**config.mk**
```make
export PLATFORM = sky130hd
export DESIGN_NAME = txq_top
export DESIGN_NICKNAME = d
export VERILOG_FILES = /design/src/rtl/txq_pkg.sv /design/src/rtl/txq_ring_ptr.sv /design/src/rtl/txq_pend_cnt.sv /design/src/rtl/txq_stat_pack.sv /design/src/rtl/txq_top.sv
export SDC_FILE = /design/constraint.sdc
export NUM_CORES = 1
export LEC_CHECK = 0
export CORE_MARGIN = 2
export CORE_UTILIZATION = 50
export CTS_CLUSTER_DIAMETER = 200
export DETAILED_ROUTE_END_ITERATION = 12
export PLACE_DENSITY = 0.89
export SYNTH_ARGS = -nofsm -noshare
export SYNTH_HDL_FRONTEND = slang
export SYNTH_HIERARCHICAL = 1
export SYNTH_SLANG_ARGS = --single-unit
```
**constraint.sdc**
```tcl
create_clock -name clk -period 5.59 [get_ports clk]
set_input_delay 0.8385 -clock clk [delete_from_list [all_inputs] [get_ports clk]]
set_output_delay 0.8385 -clock clk [all_outputs]
set_load 0.02 [all_outputs]
```
**src/rtl/txq_pkg.sv**
```systemverilog
package txq_pkg;

    localparam int DESC_STEP = 8;
    localparam int STAT_STEP = 4;
    localparam int WORD_BYTES = 4;

    typedef enum logic [2:0] {
        ST_IDLE,
        ST_RD_ADDR,
        ST_RD_CTRL,
        ST_SEND,
        ST_WAIT_RES,
        ST_WR_STAT
    } txq_state_e;

    typedef struct packed {
        logic        last;
        logic [14:0] idx;
        logic        abort;
        logic [11:0] len;
    } txq_ctrl_t;

    typedef struct packed {
        logic       ok;
        logic       no_carrier;
        logic       late_coll;
        logic       underrun;
        logic       excess_coll;
        logic [4:0] coll_cnt;
    } txq_result_t;

    function automatic txq_ctrl_t txq_unpack_ctrl(input logic [31:0] w);
        txq_ctrl_t c;
        c.last  = w[31];
        c.idx   = w[30:16];
        c.abort = w[15];
        c.len   = w[11:0];
        return c;
    endfunction

endpackage

```
**src/rtl/txq_ring_ptr.sv**
```systemverilog
module txq_ring_ptr #(
    parameter int AW   = 32,
    parameter int LW   = 16,
    parameter int STEP = 8
) (
    input  logic          clk,
    input  logic          rst_n,
    input  logic          load,
    input  logic [AW-1:0] load_addr,
    input  logic [AW-1:0] base,
    input  logic [LW-1:0] bytes,
    input  logic          adv,
    output logic [AW-1:0] cur
);
    localparam logic [AW-1:0] STEP_A = AW'(STEP);

    logic [AW-1:0] cur_d, cur_q;
    logic [AW-1:0] limit;
    logic [AW-1:0] incr;

    always_comb begin
        limit = base + AW'(bytes);
        incr  = cur_q + STEP_A;
        cur_d = cur_q;
        if (load) begin
            cur_d = load_addr;
        end else if (adv) begin
            cur_d = (incr >= limit) ? base : incr;
        end
    end

    always_ff @(posedge clk) begin
        if (!rst_n) begin
            cur_q <= '0;
        end else begin
            cur_q <= cur_d;
        end
    end

    assign cur = cur_q;
endmodule

```
**src/rtl/txq_pend_cnt.sv**
```systemverilog
module txq_pend_cnt #(
    parameter int CW = 16,
    parameter int EW = 8
) (
    input  logic          clk,
    input  logic          rst_n,
    input  logic          inc_valid,
    input  logic [EW-1:0] inc_count,
    input  logic          dec,
    output logic [CW-1:0] count
);
    logic [CW-1:0] cnt_d, cnt_q;
    logic [CW-1:0] add_v;
    logic [CW-1:0] sub_v;

    always_comb begin
        add_v = inc_valid ? CW'(inc_count) : '0;
        sub_v = dec ? CW'(1) : '0;
        cnt_d = cnt_q + add_v - sub_v;
    end

    always_ff @(posedge clk) begin
        if (!rst_n) begin
            cnt_q <= '0;
        end else begin
            cnt_q <= cnt_d;
        end
    end

    assign count = cnt_q;
endmodule

```
**src/rtl/txq_stat_pack.sv**
```systemverilog
module txq_stat_pack
    import txq_pkg::*;
(
    input  logic        aborted,
    input  txq_result_t res,
    input  logic [14:0] idx,
    output logic [31:0] word
);
    txq_result_t eff;

    always_comb begin
        eff  = aborted ? '0 : res;
        word = '0;
        word[31]    = 1'b1;
        word[30]    = eff.ok;
        word[29]    = aborted;
        word[28]    = eff.no_carrier;
        word[26]    = eff.late_coll;
        word[25]    = eff.underrun;
        word[24]    = eff.excess_coll;
        word[20:16] = eff.coll_cnt;
        word[14:0]  = idx;
    end
endmodule

```
**src/rtl/txq_top.sv**
```systemverilog
module txq_top
    import txq_pkg::*;
#(
    parameter int AW = 32,
    parameter int LW = 16,
    parameter int EW = 8,
    parameter int CW = 16
) (
    input  logic          clk,
    input  logic          rst_n,
    input  logic          tx_enable,
    input  logic          dma_tx_enable,
    input  logic          ring_load,
    input  logic [AW-1:0] desc_base,
    input  logic [AW-1:0] desc_start,
    input  logic [LW-1:0] desc_bytes,
    input  logic [AW-1:0] stat_base,
    input  logic [AW-1:0] stat_start,
    input  logic [LW-1:0] stat_bytes,
    input  logic          enq_valid,
    input  logic [EW-1:0] enq_count,
    output logic          mem_rd_req,
    output logic [AW-1:0] mem_rd_addr,
    input  logic          mem_rd_valid,
    input  logic [31:0]   mem_rd_data,
    output logic          mem_wr_req,
    output logic [AW-1:0] mem_wr_addr,
    output logic [31:0]   mem_wr_data,
    input  logic          mem_wr_ack,
    output logic          snd_valid,
    input  logic          snd_ready,
    output logic [31:0]   snd_buf_addr,
    output logic [11:0]   snd_len,
    output logic [14:0]   snd_idx,
    output logic          snd_last,
    input  logic          res_valid,
    input  logic          res_ok,
    input  logic          res_no_carrier,
    input  logic          res_late_coll,
    input  logic          res_underrun,
    input  logic          res_excess_coll,
    input  logic [4:0]    res_coll_cnt,
    input  logic          irq_enable,
    input  logic          irq_clear,
    output logic          irq,
    output logic [CW-1:0] pending
);
    localparam logic [AW-1:0] CTRL_OFS = AW'(WORD_BYTES);

    typedef struct packed {
        txq_state_e  state;
        logic [31:0] buf_addr;
        txq_ctrl_t   ctrl;
        logic [31:0] stat_word;
        logic        irq_flag;
    } regs_t;

    regs_t r_d, r_q;

    logic [AW-1:0] desc_cur;
    logic [AW-1:0] stat_cur;
    logic          frame_done;
    logic          start_ok;
    txq_result_t   res_in;
    txq_ctrl_t     rd_ctrl;
    logic          pk_abort;
    logic [14:0]   pk_idx;
    logic [31:0]   pk_word;

    // Both rings step once per completed frame.
    txq_ring_ptr #(.AW(AW), .LW(LW), .STEP(DESC_STEP)) desc_ptr_i (
        .clk       (clk),
        .rst_n     (rst_n),
        .load      (ring_load),
        .load_addr (desc_start),
        .base      (desc_base),
        .bytes     (desc_bytes),
        .adv       (frame_done),
        .cur       (desc_cur)
    );

    txq_ring_ptr #(.AW(AW), .LW(LW), .STEP(STAT_STEP)) stat_ptr_i (
        .clk       (clk),
        .rst_n     (rst_n),
        .load      (ring_load),
        .load_addr (stat_start),
        .base      (stat_base),
        .bytes     (stat_bytes),
        .adv       (frame_done),
        .cur       (stat_cur)
    );

    txq_pend_cnt #(.CW(CW), .EW(EW)) pend_i (
        .clk       (clk),
        .rst_n     (rst_n),
        .inc_valid (enq_valid),
        .inc_count (enq_count),
        .dec       (frame_done),
        .count     (pending)
    );

    always_comb begin
        res_in.ok          = res_ok;
        res_in.no_carrier  = res_no_carrier;
        res_in.late_coll   = res_late_coll;
        res_in.underrun    = res_underrun;
        res_in.excess_coll = res_excess_coll;
        res_in.coll_cnt    = res_coll_cnt;
        rd_ctrl            = txq_unpack_ctrl(mem_rd_data);
        pk_abort           = (r_q.state == ST_RD_CTRL);
        pk_idx             = pk_abort ? rd_ctrl.idx : r_q.ctrl.idx;
    end

    txq_stat_pack pack_i (
        .aborted (pk_abort),
        .res     (res_in),
        .idx     (pk_idx),
        .word    (pk_word)
    );

    always_comb begin
        start_ok   = (pending != '0) && tx_enable && dma_tx_enable;
        frame_done = (r_q.state == ST_WR_STAT) && mem_wr_ack;
        r_d        = r_q;

        case (r_q.state)
            ST_IDLE: begin
                if (start_ok) begin
                    r_d.state = ST_RD_ADDR;
                end
            end
            ST_RD_ADDR: begin
                if (mem_rd_valid) begin
                    r_d.buf_addr = mem_rd_data;
                    r_d.state    = ST_RD_CTRL;
                end
            end
            ST_RD_CTRL: begin
                if (mem_rd_valid) begin
                    r_d.ctrl = rd_ctrl;
                    if (rd_ctrl.abort) begin
                        r_d.stat_word = pk_word;
                        r_d.state     = ST_WR_STAT;
                    end else begin
                        r_d.state = ST_SEND;
                    end
                end
            end
            ST_SEND: begin
                if (snd_ready) begin
                    r_d.state = ST_WAIT_RES;
                end
            end
            ST_WAIT_RES: begin
                if (res_valid) begin
                    r_d.stat_word = pk_word;
                    r_d.state     = ST_WR_STAT;
                end
            end
            ST_WR_STAT: begin
                if (mem_wr_ack) begin
                    r_d.state = ST_IDLE;
                end
            end
            default: r_d.state = ST_IDLE;
        endcase

        if (frame_done) begin
            r_d.irq_flag = 1'b1;
        end else if (irq_clear) begin
            r_d.irq_flag = 1'b0;
        end
    end

    always_ff @(posedge clk) begin
        if (!rst_n) begin
            r_q <= '{state: ST_IDLE, buf_addr: '0, ctrl: '0, stat_word: '0, irq_flag: 1'b0};
        end else begin
            r_q <= r_d;
        end
    end

    always_comb begin
        mem_rd_req   = (r_q.state == ST_RD_ADDR) || (r_q.state == ST_RD_CTRL);
        mem_rd_addr  = (r_q.state == ST_RD_CTRL) ? (desc_cur + CTRL_OFS) : desc_cur;
        mem_wr_req   = (r_q.state == ST_WR_STAT);
        mem_wr_addr  = stat_cur;
        mem_wr_data  = r_q.stat_word;
        snd_valid    = (r_q.state == ST_SEND);
        snd_buf_addr = r_q.buf_addr;
        snd_len      = r_q.ctrl.len;
        snd_idx      = r_q.ctrl.idx;
        snd_last     = r_q.ctrl.last;
        irq          = r_q.irq_flag && irq_enable;
    end
endmodule

```
### After elaboration in Yosys (flattened, before gate mapping)

Cells that the tools add are included.

| storage, ports and cells | value |
|---|---|
| input bits | 222 |
| flip-flop bits (word level) | 176 |
| word-level logic and storage cells | 70 |

| cells by class | value |
|---|---|
| add/sub/neg operators | 7 |
| reduce and logical (&&, ||, !) cells | 14 |
| magnitude comparators | 2 |
| eq/ne operators | 12 |
| muxes and demuxes | 25 |

Operator list:

| kind | number |
|---|---|
| 32-bit 2-to-1 mux | 10 |
| 32-bit by 16-bit adder with 32-bit output | 2 |
| 32-bit by 3-bit adder with 32-bit output, second input constant | 2 |
| 32-bit >= comparator | 2 |
| 32-bit case mux with 2 select lines | 1 |
| 35-bit 2-to-1 mux | 1 |
| 32-bit by 4-bit adder with 32-bit output, second input constant | 1 |
| 3-bit 2-to-1 mux | 6 |
| 3-bit case mux with 6 select lines | 1 |
| 16-bit adder | 1 |
| 16-bit nonzero test | 1 |
| 16-bit subtractor | 1 |
| 15-bit 2-to-1 mux | 1 |
| 10-bit 2-to-1 mux | 1 |
| 2-bit inequality test, second input constant | 5 |
| 8-bit 2-to-1 mux | 1 |
| 3-bit by 2-bit == test with 1-bit output, second input constant | 2 |
| 3-bit == test, second input constant | 2 |
| 6-bit AND reduction | 1 |
| 2-bit nonzero test | 3 |
| 1-bit logical AND | 4 |
| 2-bit by 1-bit inequality test with 1-bit output, second input constant | 2 |
| 2-bit AND reduction | 2 |
| 4-bit AND reduction | 1 |
| 4 further kinds | 6 |

### Longest topological paths before layout

Gate-level depths: netlist of the first run.

| depth | value |
|---|---|
| depth after elaboration | 5 |
| gate-level depth with buffers | 20 |
| gate-level depth less buffers | 18 |

### Modules after synthesis

Netlist of the first run, hierarchy kept.

By module, submodules not included:

| module | instances | cells an instance | area each (sq um) |
|---|---|---|---|
| txq_top | 1 | 640 | 5276.3 |
| txq_ring_ptr (desc_ptr_i) | 1 | 497 | 4028.9 |
| txq_ring_ptr (stat_ptr_i) | 1 | 502 | 3998.8 |
| txq_pend_cnt | 1 | 186 | 1466.4 |
| txq_stat_pack | 1 | 34 | 235.2 |

### Worst setup path after synthesis of the first run

OpenSTA, ideal clock, no wires.

| timing path | value |
|---|---|
| path kind | input port to flip-flop |
| from | in stat_base[0] |
| to | reg stat_ptr_i.cur_q[2] (netlist: stat_ptr_i/cur[2]) |
| arrival | 4247 ps |
| path buffers | 1 |
| data required time | 5458 ps |
| path slack | 1211 ps |
| stages on the path | 18 |
| cells stage by stage | ha_1 -> inv_1 -> fa_1 -> nor2b_1 -> o21ai_1 -> a21oi_1 -> o31ai_1 -> o21ai_1 -> nand4_1 -> xor2_1 -> ha_1 -> nand4_1 -> nor4_1 -> o211a_1 -> a2111oi_4 -> buf_6 -> nor4_2 -> nor4_2 |

| on the way | value |
|---|---|
| word-level cells in the longest chain between the ends | 5 |

RTL lines:

| item | line | source |
|---|---|---|
| start, declared | txq_top.sv:17 | `input logic [AW-1:0] stat_base,` |
| 32-bit by 16-bit adder with 32-bit output | txq_ring_ptr.sv:22 | `limit = base + AW'(bytes);` |
| 32-bit >= comparator | txq_ring_ptr.sv:28 | `cur_d = (incr >= limit) ? base : incr;` |
| 32-bit 2-to-1 mux | txq_ring_ptr.sv:28 |  |
| 32-bit 2-to-1 mux | txq_ring_ptr.sv:27 | `end else if (adv) begin` |
| 32-bit 2-to-1 mux | txq_ring_ptr.sv:25 | `if (load) begin` |
| end signal, assigned | txq_ring_ptr.sv:36 | `cur_q <= cur_d;` |
| end, declared | txq_ring_ptr.sv:17 | `logic [AW-1:0] cur_d, cur_q;` |

Every way passes these cells. The select of a mux whose other input is x is not followed.
A chain may end at the register's enable or synchronous reset.

### Final worst setup path of the first run

| timing path | value |
|---|---|
| from | in desc_base[0] |
| to | reg desc_ptr_i.cur_q[26] (netlist: desc_ptr_i/cur[26]) |

| on the way | value |
|---|---|
| word-level cells in the longest chain between the ends | 5 |

RTL lines:

| item | line | source |
|---|---|---|
| start, declared | txq_top.sv:14 | `input logic [AW-1:0] desc_base,` |
| 32-bit by 16-bit adder with 32-bit output | txq_ring_ptr.sv:22 |  |
| 32-bit >= comparator | txq_ring_ptr.sv:28 |  |
| 32-bit 2-to-1 mux | txq_ring_ptr.sv:28 |  |
| 32-bit 2-to-1 mux | txq_ring_ptr.sv:27 |  |
| 32-bit 2-to-1 mux | txq_ring_ptr.sv:25 |  |
| end signal, assigned | txq_ring_ptr.sv:36 |  |
| end, declared | txq_ring_ptr.sv:17 |  |

Every way passes these cells. The select of a mux whose other input is x is not followed.

==> reports/qor.yml, run 1 <==
final_layout:
  drive_gt1_frac: 0.0442
  area_growth_pct: 26.0
  final_area_mm2: 0.0189
  fin_nets: 2439
logic_synthesis:
  synth_top_area_share: 0.235
  syn_area_per_cell_um2: 8.07
  yosysSeqAreaShare: 0.235
  netlist_top_cells_area: "dfxtp_1, ha_1, nand2_1"
  synth-seq-cells: 176
  synth_cell_types: 86
  synth-edff-count: 0
  netlist_instances: 1859
  yosys.area.top_type: "dfxtp_1"
  synthArstFlopShare: 0
  synth_ff_type: "dfxtp_1"
  syn_area_mm2: 0.0150
  yosys_warnings: 6
worst_setup_path:
  critical_path_class: "in2reg"
  critical-path-top-delay-family: "compound AO/OA/AOI/OAI gates"
  worstPathMaxFanout: 10
  cp-start-kind: "input pin"
  timing.critical_path.buf_inv: 3
  cp.arrival_ns: 5.48
  critPathCaptureType: "register"
  slowest_delay_ns: 0.55
  r2r-end: "stat_ptr_i/cur[0]"
  crit_required_ns: 5.86
  rrSetupSlack_ns: 1.38
  crit_chain: "clkdlybuf4s50_1, ha_1, inv_1, fa_1, nor2b_1, o211ai_1, a32oi_1, a221o_1, o31ai_4, nor3_1, xnor2_1, ha_1, a21oi_1, nand2_1, a21oi_1, o211ai_1, a31oi_4, buf_4, mux2i_1, o22ai_1"
  r2r_start: "stat_ptr_i/cur[6]"
  critPathSlowestCell: "clkdlybuf4s50_1"
  r2r_cells: 12
floorplan:
  num_io_pins: 398
  fp-row-count: 63
  die_x_um: 177
  die-height_um: 177
  coreArea_mm2: 0.0296
  fp.dieArea_mm2: 0.0314
  initial_core_util: 0.508
route:
  num_vias: 14900
  first_pass_iters: 6
  wl_per_cell_um: 19.6
  wirelength_mm: 48.9
  via_per_inst: 5.96
  initialDrtViolationCount: 1380
  antenna_left: 0
  route.detailed.drc: 0
timing:
  setup_viol: 0
  fin_crit_sh: 0.932
  drv_slew: 0
  timing.final.crit_period_ns: 5.21
  layout_setup_ws_ns: 0.383
  hold_viol: 0
  finalSetupTns_ns: 0
  relSlewSlack: 0.231
  worst_pin_slew_ns: 1.15
  timing.fmax_ghz: 0.192
  finClkSkew_ns: 0.0124
  rsz0062_at_grt: "no"
clock_network:
  clkTransAtPathRegs_ns: 0.08
  root_buffer: "clkbuf_16"
  numCtsBuffers: 17
  cts_setup_buffers: 0
  cts_htree_levels: 4
  cts_max_path_buffers: 2
  cts_sinks: 176
  cts_tree: "done"
  clk_latency_ns: 0.44
global_route:
  first_global_vias: 14500
  gr-usage-all-layers: 0.304
  antenna_found_initial: 2
  grt_overflow: 0
  grt_max_degree: 119
  grt_first_pass_wirelength_mm: 75.9
placement:
  place.gp.congestion: 0.981
  pre_cts_ws_ns: 0.0550
  placed_cell_area_mm2: 0.0183
  hpwl_mm: 37.6
  placement.io_buffers: 397
min_path:
  hp-start: "snd_len[11]"
  hold_class: "reg2reg"
  holdPathEnd: "snd_len[11]"
  holdPathStages: 2
flow_run:
  drv_cap: 0
power_and_ir_drop:
  p_leak_nw: 7.50
  cellPowerDensity_mw_per_mm2: 243
  peakVddDrop_v: 0.000198
status:
  status: "finished clean"
where the power goes:
| part | internal (W) | total [W] | switching [W] |
|---|---|---|---|
| clock | 0.000594 | 0.00120 | 0.000609 |
| sequential | 0.00135 | 0.00146 | 0.000117 |
| combinational | 0.000885 | 0.00192 | 0.00104 |
| total | 0.00282 | 0.00459 | 0.00176 |
per-layer routing:
metal	GRT usage	share of wire
met1	0.358	0.39
met3	0.0597	0.088
met4	0.160	0.050
met2	0.520	0.48
met5	0	0.00027
area by class of cell:
class	instances	area, µm²
fill	2404	10700
clock inverter	14	149
timing repair buffer	412	4120
multi-input combinational	1418	9950
tap	390	488
inverter	67	251
antenna	1	2.50
sequential	176	3520
clock buffer	17	425
worst max-delay path by stage:
stage                              end  cells after the start  slack, ns         start
detailed placement  desc_ptr_i/cur[26]                     20       0.06  desc_base[0]
floorplan            stat_ptr_i/cur[2]                     18       1.21  stat_base[0]
CTS                  stat_ptr_i/cur[0]                     19       0.33  stat_base[0]
global route        desc_ptr_i/cur[24]                     20       0.10  desc_base[0]
global placement    desc_ptr_i/cur[24]                     20       0.24  desc_base[0]
finish              desc_ptr_i/cur[26]                     20       0.38  desc_base[0]
cell usage in the layout, fill, tap and decap left out, types with 51 or more instances in the layout:
cell type and n:
nand3_1 55, clkdlybuf4s50_1 395, nor3b_1 61, nand2_1 263
xnor2_1 99, inv_1 67, ha_1 122, o22ai_1 57
nor2_1 51, dfxtp_1 176, a21oi_1 134, mux2i_1 94
kinds of logic after synthesis:
logic type	after synthesis	synth area share
and+or+nand+nor	666	0.238
AOI/OAI and AO/OA	376	0.163
xor gates and xnor gates	150	0.0891
buffers and inverters	269	0.105
other	2	0.000500
muxes	95	0.0635
DFF	176	0.235
adders and majority gates	125	0.106
cells in the mapped netlist (all sizes together), types with 51 or more instances:
master / number
dfxtp: 176
nor2: 54
o22ai: 57
inv: 67
a21oi: 136
nand2: 263
buf: 141
xnor2: 102
clkbuf: 61
nor3b: 63
mux2i: 94
nand3: 55
nor2b: 51
a21boi: 61
ha: 122
registers in the layout, summed over array words and instances, names as in the netlist:
name	cells
snd_buf_addr	32
stat_ptr_i/cur	32
desc_ptr_i/cur	32
snd_last	1
r_q	4
snd_idx	15
snd_len	12
mem_wr_data	32
pend_i/count	16
stage by stage:
step / util / power, W / cells / hold WS [ns]
floorplan: - / 0.00276 / 1863 / 0.435
global placement: 0.620 / 0.00333 / 2463 / 0.441
detailed placement: 0.620 / 0.00337 / 2463 / 0.445
CTS: 0.639 / 0.00457 / 2494 / 0.455
global route: 0.640 / 0.00485 / 2495 / 0.470
finish: 0.640 / 0.00459 / 2495 / 0.455
worst min-delay path, stage by stage, from the launching register on:
cell	delay (ns)
dfxtp_1	0.31
nand2_1	0.05
a21boi_1	0.05
repair_timing:
item                                    CTS  global route
hold buffers                              0             0
gates resized for setup                   0             1
endpoints found under the setup margin    0            15
No activity file was read; power rests on OpenSTA's default activity.
==> run 2: changes to the inputs <==
- ABC_AREA: default -> 1
- CORE_UTILIZATION: 50 -> 52
- PLACE_DENSITY: 0.89 -> 0.9
==> run 2 against run 1 <==
Setup slack better by 0.56 ns. Register-to-register slack better by 0.32 ns. Clock power about the same. Highest routed layer is now met4.
==> reports/qor.yml, run 2 <==
worst_setup_path:
  timing.critical_path.buf_inv: 4  # +1
  cp-start-kind: "input pin"
  crit_chain: "clkdlybuf4s50_1, ha_1, inv_1, fa_1, o21ai_2, a21boi_0, o21bai_1, nand2_1, nand2_1, xor2_1, inv_1, ha_1, nand2_1, inv_1, nand4_1, a21oi_1, nor2_1, nand2_2, nand2_1, nand3_1, a21oi_1"
  critical-path-top-delay-family: "simple AND/OR/NAND/NOR gates"
  critical_path_class: "in2reg"
  critPathSlowestCell: "nand2_2"
  r2r-end: "desc_ptr_i/cur[0]"
  crit_top_cell: "nand2_1"
  r2r_cells: 20  # +8
  cp.arrival_ns: 4.92  # -0.56 ns
  critPathCaptureType: "register"
  slowest_delay_ns: 0.56  # about the same
  rrSetupSlack_ns: 1.70  # +0.32 ns
  crit_required_ns: 5.86  # about the same
  r2r_start: "desc_ptr_i/cur[4]"
  worstPathMaxFanout: 33  # +23
power_and_ir_drop:
  p_sw_frac: 0.446  # +0.0618
  p_leak_nw: 9.31  # +24%
  seqPwrFrac: 0.285  # -0.034
  pwr-share-clk: 0.205  # -0.057
  peakVddDrop_v: 0.000209  # +5.3%
  total_power_w: 0.00595  # +30%
  power.switching_w: 0.00265  # +50%
  p_int_w: 0.00329  # +17%
  p_comb_frac: 0.510  # +0.091
  cellPowerDensity_mw_per_mm2: 292  # +20%
min_path:
  holdPathStages: 2  # unchanged
  hold_class: "reg2reg"
  holdPathEnd: "snd_idx[5]"
  hp-start: "snd_idx[5]"
route:
  wl_per_cell_um: 17.1  # -12%
  antenna_left: 0  # unchanged
  initialDrtViolationCount: 1656  # +20%
  via_per_inst: 5.53  # -7.3%
  wirelength_mm: 56.2  # +15%
  num_vias: 18100  # +22%
  first_pass_iters: 7  # +1
  route.detailed.drc: 0  # unchanged
logic_synthesis:
  synth_ff_type: "dfxtp_1"
  synth-edff-count: 0  # unchanged
  yosys-top-cells-count: "nand2_1, inv_1, nor2_1, dfxtp_1, nand3_1"
  syn_area_per_cell_um2: 6.27  # -22%
  synth_top_area_share: 0.214  # -0.0207
  synth-seq-cells: 176  # unchanged
  netlist_top_cells_area: "dfxtp_1, nand2_1, ha_1"
  yosys.area.top_type: "dfxtp_1"
  syn_area_mm2: 0.0165  # +9.7%
  netlist_instances: 2627  # +41%
  synthArstFlopShare: 0  # unchanged
  synth_most_common_cell: "nand2_1"
  synth_cell_types: 53  # -38%
  yosys_warnings: 6  # unchanged
  yosysSeqAreaShare: 0.214  # -0.0207
final_layout:
  mostFrequentLayoutCell: "nand2_1"
  drive_gt1_frac: 0.0487  # +0.00451
  area_growth_pct: 23.6
  mostFrequentLayoutCells: "nand2_1, clkdlybuf4s50_1, inv_1"
  final_area_mm2: 0.0203  # +7.6%
  num_antenna_cells: 0  # -1
  fin_nets: 3208  # +32%
floorplan:
  initial_core_util: 0.524  # +0.0166
  coreArea_mm2: 0.0314  # +6.2%
  fp.dieArea_mm2: 0.0331  # +5.3%
  fp-row-count: 65  # +3.2%
  num_io_pins: 398  # unchanged
  die_x_um: 182  # +2.6%
  die-height_um: 182  # +2.6%
placement:
  place.gp.congestion: 1.02  # +4.3%
  placement.io_buffers: 397  # unchanged
  placed_cell_area_mm2: 0.0197  # +7.7%
  hpwl_mm: 44.8  # +19%
global_route:
  grt_max_degree: 110  # -7.6%
  antenna_found_initial: 0  # -2
  grt_first_pass_wirelength_mm: 87.9  # +16%
  gr-usage-all-layers: 0.329  # +0.0247
  grt_overflow: 0  # unchanged
  first_global_vias: 17300  # +20%
timing:
  timing.final.crit_period_ns: 4.65  # -0.560 ns
  timing.fmax_ghz: 0.215  # +12%
  worst_pin_slew_ns: 1.39  # +0.235 ns
  rsz0062_at_grt: "no"
  fin_crit_sh: 0.831  # -0.100
  finalSetupTns_ns: 0  # unchanged
  drv_slew: 0  # unchanged
  finClkSkew_ns: 0.0126  # +0.000193 ns
  relSlewSlack: 0.0750  # -0.156
  setup_viol: 0  # unchanged
  hold_viol: 0  # unchanged
clock_network:
  cts_resized: 0  # unchanged
  cts_hold_buf: 0  # unchanged
  clk_latency_ns: 0.45  # about the same
  cts_sinks: 176  # unchanged
  cts_max_path_buffers: 2  # unchanged
  clkTransAtPathRegs_ns: 0.08  # about the same
  numCtsBuffers: 17  # unchanged
  cts_htree_levels: 4  # unchanged
  cts_setup_buffers: 0  # unchanged
  root_buffer: "clkbuf_16"
  cts_tree: "done"
status:
  status: "finished clean"
flow_run:
  drv_cap: 0  # unchanged
[run 2: per-stage QoR]
step           worst slack, ns  utilization  cells  hold WS, ns
2_1_floorplan             1.89            -   2631        0.439
3_3_place_gp             0.760        0.629   3244        0.449
3_5_place_dp             0.630        0.629   3244        0.457
4_1_cts                   1.12        0.648   3276        0.469
5_1_grt                  0.707        0.648   3276        0.487
6_report                 0.943        0.648   3276        0.467
[run 2: worst max-delay path by stage]
| stage | end | start | slack [ns] | cells after the start |
|---|---|---|---|---|
| finish | stat_ptr_i/cur[4] | stat_base[0] | 0.94 | 21 |
| global route | desc_ptr_i/cur[20] | desc_base[0] | 0.71 | 22 |
| CTS | stat_ptr_i/cur[3] | stat_base[0] | 1.12 | 21 |
| detailed placement | stat_ptr_i/cur[3] | stat_base[0] | 0.63 | 21 |
| global placement | stat_ptr_i/cur[0] | stat_base[0] | 0.76 | 21 |
| floorplan | desc_ptr_i/cur[29] | desc_base[0] | 1.89 | 21 |
[run 2: per-layer routing]
metal	GRT usage	vias up	wire length (µm)
li1	-	8769	-
met1	0.380	8247	21800
met2	0.579	910	26900
met3	0.0483	182	4110
met4	0.190	0	3360
met5	0	-	0
[run 2: power by group through the flow]
stage,registers [W],logic (W),clock network [W]
after floorplan,0.00172,0.00213,0
after global placement,0.00170,0.00288,0
after detailed placement,0.00172,0.00297,0
after CTS,0.00169,0.00300,0.00124
after global routing,0.00172,0.00332,0.00130
final,0.00169,0.00303,0.00122
[run 2: worst min-delay path, delay by kind of cell (launching register included)]
family / cells / cell delay [ns]
flip-flops: 1 / 0.32
AO/OA/AOI/OAI: 1 / 0.05
buffers and inverters: 1 / 0.06
[run 2: logic make-up (layout without fill, tap and decap cells)]
family,count (synthesis),after routing,share of synthesized area
xor+xnor,107,107,0.0574
buf+inv,562,805,0.160
other cells,2,6,0.000456
fa+ha+maj,125,125,0.0964
compound gates,401,401,0.138
flops,176,176,0.214
simple gates,1254,1254,0.333
[run 2: area by class of cell]
type,count,area [µm²]
timing repair buffer,403,4010
tap,402,503
multi-input combinational,1893,10300
clock inverter,14,168
clock buffer,18,429
inverter,370,1390
fill,2790,11100
sequential,176,3520
